**src/rtl/rob_pkg.sv**
```systemverilog
package rob_pkg;
   parameter int XLEN = 32;
   parameter int RW   = 5;

   typedef struct packed {
      logic            valid;
      logic            done;
      logic            exc;
      logic            taken;
      logic            store;
      logic [RW-1:0]   dest;
      logic [XLEN-1:0] pc;
      logic [XLEN-1:0] value;
      logic [XLEN-1:0] target;
   } slot_t;
endpackage

```
**src/rtl/rob_ptr.sv**
```systemverilog
module rob_ptr #(
   parameter int DEPTH = 8,
   parameter int W     = 3
) (
   input  logic         clk,
   input  logic         rst_n,
   input  logic         adv,
   input  logic         clr,
   output logic [W-1:0] ptr
);
   logic [W-1:0] nxt;

   generate
      if ((DEPTH & (DEPTH - 1)) == 0) begin : g_pow2
         assign nxt = ptr + 1'b1;
      end else begin : g_mod
         assign nxt = (ptr == W'(DEPTH - 1)) ? '0 : ptr + 1'b1;
      end
   endgenerate

   always_ff @(posedge clk) begin
      if (!rst_n || clr) ptr <= '0;
      else if (adv)      ptr <= nxt;
   end

   // pointer never leaves the slot range
   a_r10_ptr_range: assert property (@(posedge clk) disable iff (!rst_n)
      ptr <= W'(DEPTH - 1));
   // advancing without clear moves the pointer
   a_r10_ptr_moves: assert property (@(posedge clk) disable iff (!rst_n)
      (adv && !clr) |=> ptr != $past(ptr));
endmodule

```
**src/rtl/rob_slots.sv**
```systemverilog
module rob_slots
   import rob_pkg::*;
#(
   parameter int DEPTH = 8,
   parameter int TW    = 3
) (
   input  logic            clk,
   input  logic            rst_n,
   input  logic            clr,
   input  logic            alloc_en,
   input  logic [TW-1:0]   alloc_idx,
   input  logic [XLEN-1:0] alloc_pc,
   input  logic [RW-1:0]   alloc_dest,
   input  logic            alloc_store,
   input  logic            wb_en,
   input  logic [TW-1:0]   wb_idx,
   input  logic [XLEN-1:0] wb_value,
   input  logic            wb_exc,
   input  logic            wb_taken,
   input  logic [XLEN-1:0] wb_target,
   input  logic            retire_en,
   input  logic [TW-1:0]   head_idx,
   output slot_t           head
);
   slot_t mem [DEPTH];

   assign head = mem[head_idx];

   generate
      for (genvar i = 0; i < DEPTH; i++) begin : g_slot
         always_ff @(posedge clk) begin
            if (!rst_n || clr) begin
               mem[i] <= '0;
            end else if (alloc_en && alloc_idx == TW'(i)) begin
               mem[i].valid  <= 1'b1;
               mem[i].done   <= 1'b0;
               mem[i].exc    <= 1'b0;
               mem[i].taken  <= 1'b0;
               mem[i].store  <= alloc_store;
               mem[i].dest   <= alloc_dest;
               mem[i].pc     <= alloc_pc;
               mem[i].value  <= '0;
               mem[i].target <= '0;
            end else if (retire_en && head_idx == TW'(i)) begin
               mem[i].valid <= 1'b0;
               mem[i].done  <= 1'b0;
            end else if (wb_en && wb_idx == TW'(i) && mem[i].valid) begin
               mem[i].done   <= 1'b1;
               mem[i].value  <= wb_value;
               mem[i].exc    <= wb_exc;
               mem[i].taken  <= wb_taken;
               mem[i].target <= wb_target;
            end
         end
      end
   endgenerate

   // the head only retires once finished
   a_r2_retire_done: assert property (@(posedge clk) disable iff (!rst_n)
      retire_en |-> (head.valid && head.done));
endmodule

```
**src/rtl/rob_top.sv**
```systemverilog
module rob_top
   import rob_pkg::*;
#(
   parameter int          DEPTH      = 8,
   parameter logic [31:0] HANDLER_PC = 32'h0000_1100,
   localparam int         TW         = (DEPTH > 1) ? $clog2(DEPTH) : 1
) (
   input  logic            clk,
   input  logic            rst_n,
   input  logic            alloc_valid,
   input  logic [XLEN-1:0] alloc_pc,
   input  logic [RW-1:0]   alloc_dest,
   input  logic            alloc_store,
   output logic            alloc_ready,
   output logic [TW-1:0]   alloc_tag,
   input  logic            wb_valid,
   input  logic [TW-1:0]   wb_tag,
   input  logic [XLEN-1:0] wb_value,
   input  logic            wb_exc,
   input  logic            wb_taken,
   input  logic [XLEN-1:0] wb_target,
   output logic            rf_we,
   output logic [RW-1:0]   rf_addr,
   output logic [XLEN-1:0] rf_data,
   output logic            st_release,
   output logic [TW-1:0]   st_tag,
   output logic            flush,
   output logic            redirect_valid,
   output logic [XLEN-1:0] redirect_pc,
   output logic [XLEN-1:0] epc
);
   localparam int CW = TW + 1;

   generate
      if (DEPTH < 2) begin : g_bad_depth
         $error("rob_top: DEPTH must be at least 2");
      end
      if (XLEN < 16) begin : g_bad_xlen
         $error("rob_top: XLEN too small for handler address");
      end
   endgenerate

   logic [TW-1:0] head_idx, tail_idx;
   logic [CW-1:0] count;
   slot_t         head;
   logic          retire, fault, take, alloc_go;

   assign retire   = head.valid && head.done;
   assign fault    = retire && head.exc;
   assign take     = retire && !head.exc && head.taken;
   assign flush    = fault || take;

   assign alloc_ready = (count != CW'(DEPTH)) && !flush;
   assign alloc_go    = alloc_valid && alloc_ready;
   assign alloc_tag   = tail_idx;

   assign rf_we      = retire && !head.exc && (head.dest != '0);
   assign rf_addr    = head.dest;
   assign rf_data    = head.value;
   assign st_release = retire && !head.exc && head.store;
   assign st_tag     = head_idx;

   assign redirect_valid = flush;
   assign redirect_pc    = fault ? XLEN'(HANDLER_PC) : head.target;

   rob_ptr #(.DEPTH(DEPTH), .W(TW)) u_head (
      .clk(clk), .rst_n(rst_n), .adv(retire), .clr(flush), .ptr(head_idx));
   rob_ptr #(.DEPTH(DEPTH), .W(TW)) u_tail (
      .clk(clk), .rst_n(rst_n), .adv(alloc_go), .clr(flush), .ptr(tail_idx));

   rob_slots #(.DEPTH(DEPTH), .TW(TW)) u_slots (
      .clk(clk), .rst_n(rst_n), .clr(flush),
      .alloc_en(alloc_go), .alloc_idx(tail_idx), .alloc_pc(alloc_pc),
      .alloc_dest(alloc_dest), .alloc_store(alloc_store),
      .wb_en(wb_valid), .wb_idx(wb_tag), .wb_value(wb_value),
      .wb_exc(wb_exc), .wb_taken(wb_taken), .wb_target(wb_target),
      .retire_en(retire), .head_idx(head_idx), .head(head));

   always_ff @(posedge clk) begin
      if (!rst_n || flush)
         count <= '0;
      else
         count <= count + CW'(alloc_go) - CW'(retire);
   end

   always_ff @(posedge clk) begin
      if (!rst_n)     epc <= '0;
      else if (fault) epc <= head.pc;
   end

   // occupancy never exceeds the slot count
   a_r1_no_overflow: assert property (@(posedge clk) disable iff (!rst_n)
      count <= CW'(DEPTH));
   // a faulting retirement has no visible effect
   a_r5_fault_silent: assert property (@(posedge clk) disable iff (!rst_n)
      fault |-> (!rf_we && !st_release && redirect_pc == XLEN'(HANDLER_PC)));
   // epc is only loaded by a faulting retirement
   a_r6_epc_hold: assert property (@(posedge clk) disable iff (!rst_n)
      !fault |=> $stable(epc));
   // a flush empties the buffer
   a_r7_flush_empty: assert property (@(posedge clk) disable iff (!rst_n)
      flush |=> (count == '0 && head_idx == '0 && tail_idx == '0));
   // no allocation accepted while flushing
   a_r9_no_alloc_flush: assert property (@(posedge clk) disable iff (!rst_n)
      flush |-> !alloc_ready);
endmodule

```
**config.mk**
```make
export PLATFORM = sky130hd
export DESIGN_NAME = rob_top
export DESIGN_NICKNAME = d
export VERILOG_FILES = /design/src/rtl/rob_pkg.sv /design/src/rtl/rob_ptr.sv /design/src/rtl/rob_slots.sv /design/src/rtl/rob_top.sv
export SDC_FILE = /design/constraint.sdc
export NUM_CORES = 1
export LEC_CHECK = 0
export ABC_AREA = 1
export ABC_CLOCK_PERIOD_IN_PS = 4000
export BUFFER_PORTS_ARGS = -buffer_cell sky130_fd_sc_hd__buf_2
export CORE_MARGIN = 4
export CORE_UTILIZATION = 55
export CTS_CLUSTER_SIZE = 30
export DETAILED_ROUTE_END_ITERATION = 8
export GPL_ROUTABILITY_DRIVEN = 0
export MAX_ROUTING_LAYER = met4
export PLACE_DENSITY = 0.76
export SYNTH_ARGS = -nofsm -noshare
export SYNTH_HDL_FRONTEND = slang
export SYNTH_SLANG_ARGS = --single-unit
```
**constraint.sdc**
```tcl
create_clock -name clk -period 4 [get_ports clk]
set_clock_uncertainty 0.15 [all_clocks]
set_input_delay 0.4 -clock clk [delete_from_list [all_inputs] [get_ports clk]]
set_output_delay 0.4 -clock clk [all_outputs]
set_load 0.1 [all_outputs]
```
==> results.txt <==
fraction of layout instances using a drive strength above 1: 12.38%
antenna-violating nets left: 0
die height: 277.4 um
Die X: 277.4 um
vias in the first global route: 28820
Synth Instances: 3852
Final Hold Vio Count: 0
Hold Path End: u_slots.mem[3][85]$_SDFFCE_PN0P_
FFs w/ async S/R, synth: 0%
crit share post-route: 98.68%
die area: 76950 um2
FF+latch count, synth: 893
CP max-delay cell: buf_6
Critical Path AT: 3.40 ns
family with the most delay on the worst path: buffers and inverters
Syn Std Cell Area: 39920 um2
Placed Cells: 4767
Initial Utilization: 55.65%
initial antenna violation count: 4
Peak Freq: 253.3 MHz
CP max FO: 107
Clock transition at path regs: 0.06 ns
Nets: 4047
Crit Path Category: register to output pin
Post-Syn Nets: 3981
reg2reg setup slack: 0.52 ns
TritonCTS Buffers: 88
DRC viols: 0
RSZ-0062 raised after global routing: true
ys flop type: edfxtp_1
status: complete, no violations
max_cap viols: 0
hold path depth: 3
HP Start: alloc_pc[21]
clock sink count: 893
grt ovf: 0
Slew HR: 21.99%
worst reg2reg path endpoint: u_slots.mem[5][40]$_SDFFCE_PN0P_
fin crit period: 3.947 ns
PD cells: 610.0 nW/um2
total routed wirelength: 107.9 mm
post-DR wirelength/cell: 21.83 um
area delta synth->final: 12.49%
Yosys Warn Count: 0
number of DRC markers in iteration 0: 3614
area of the multi-input gates: 11550 um2
Critical Path End Type: output pin
Worst VDD drop: 643.4 uV
Top Ports: 223
Final Slew Violations: 0
reg2reg path depth: 15
Vias: 29560
worst slew pin tran: 1.170 ns
Leak: 17.98 nW
clk buf depth: 3
global-route wire length before repair: 164.5 mm
DRT Pass-1 Iters: 6
Filler cells: 5553
buffers and inverters on the worst path: 4
EDFF count, synth: 848
Reg area: 26370 um2
Post-DP HPWL: 55.47 mm
worst hold path class: primary input to register
post-synth cell types: 33
largest net degree at the start of global routing: 243
CP cell instances: buf_6 -> o21ai_0 -> o21ai_0 -> inv_1 -> o21a_1 -> nand2_1 -> nor2_1 -> nor2_1 -> buf_4 -> buf_12
endpoints failing setup: 0
non-filler instance count after layout: 4944
latest clock arrival within the worst-skew pair: 0.65 ns
core area: 71730 um2
vias per cell: 5.979
gr usage total: 28.11%
CP peak stage delay: 0.62 ns
Root Driver: clkbuf_16
postcts setup bufs: 0
post-synthesis sequential area ratio: 66.05%
WP data required: 3.45 ns
PortBufs: 222
H-Tree Depth: 3
Avg Cell Area, Syn: 10.36 um2
Final Power: 27.39 mW
Rows: 98
CTS tree: built
crit start category: register
Hold WS: 0.02576 ns
## what timing repair did
item,4_1_cts,5_1_grt
hold buffers,11,0
endpoints found under the setup margin,4,6
hold endpoints to repair,37,0
gates resized for setup,4,5
## metal layers
metal  track usage (%)  routed length (um)  vias to the layer above
met3             4.974               10910                      243
met2             44.44               51570                     1628
met1             37.28               42180                    14270
li1                  -                   -                    13420
met4             9.510                3248                        0
met5                 -                   0                        -
## layout by cell type, fill, tap and decap left out, types with 12 or more instances in the layout
cell type and instances:
buf_2 195, clkbuf_1 31, ha_1 17, o21ai_0 303
nand2_1 359, a211oi_2 30, o22ai_1 74, a21oi_1 132
nor3_1 228, inv_1 157, clkbuf_16 88, a32o_1 31
o21ai_1 19, nand4_1 12, a31oi_1 37, edfxtp_1 848
nor2_1 1113, nand3_1 30, nand2_2 12, clkinv_1 14
buf_4 53, buf_12 42, a22oi_1 31, dfxtp_1 42
## through the flow
step | setup WS (ns) | util [%] | cell area [um2] | TNS, ns
after global placement | 0.4828 | 58.58 | 42020 | 0
after floorplan | -0.05801 | - | 40100 | -12.99
after CTS | 0.05807 | 62.56 | 44870 | 0
after global routing | -0.01045 | 62.59 | 44900 | -0.01626
after detailed placement | 0.4626 | 58.58 | 42020 | 0
final | 0.05268 | 62.59 | 44900 | 0
## final cells by class
| class | instances | area share (%) |
|---|---|---|
| flip-flops and latches | 893 | 58.74 |
| multi-input cells | 2462 | 25.73 |
| repair buffers | 307 | 5.336 |
| clock buffers | 123 | 5.286 |
| well taps | 950 | 2.647 |
| inverters | 166 | 1.432 |
| clock inverters | 38 | 0.7942 |
| diodes | 5 | 0.02787 |
## power by group
group	switching, mW	internal, mW	leakage, nW	total [mW]
registers	0.367	11.7	9.23	12.1
logic	5.69	1.69	7.42	7.38
clock network	3.53	4.38	1.32	7.91
## tightest hold or removal path, stage by stage
cell	delay [ns]
buf_2	0.08
inv_1	0.11
nor2_1	0.12
## sequential cells by signal, summed over array words and instances, names as in the netlist, named ones only
register and flops:
u_head.ptr 3, count 4, u_tail.ptr 3, u_slots.mem 848, epc 32
## cell families (layout without fill, tap and decap cells)
group,after synthesis,count (layout),synth area share [%]
xor+xnor,2,2,0.04389
buf+inv,497,634,5.786
simple gates,1782,1782,18.12
compound gates,660,660,9.413
other cells,0,5,0
fa+ha+maj,18,18,0.5830
flops,893,893,66.05
## worst max-delay path by stage
stage / startpoint / end / depth (start not counted)
after floorplan: u_tail.ptr[1]$_SDFFE_PP0P_ / u_slots.mem[6][0]$_SDFFCE_PN0P_ / 7
after global placement: register / rf_we / 11
after detailed placement: register / rf_we / 11
after CTS: register / redirect_pc[20] / 7
after global routing: register / rf_data[30] / 7
final: register / rf_we / 10
## cells in the mapped netlist (all sizes together), types with 38 or more instances
cell	n	area [um2]
a21oi	132	660.6
buf	169	1079
clkbuf	162	608.1
dfxtp	45	900.9
edfxtp	848	25460
inv	166	623.1
nand2	380	1439
nand3	38	230.2
nor2	1114	4184
nor3	229	1146
o21ai	322	1612
o22ai	74	462.9
Power figures use the tool's default switching activity.
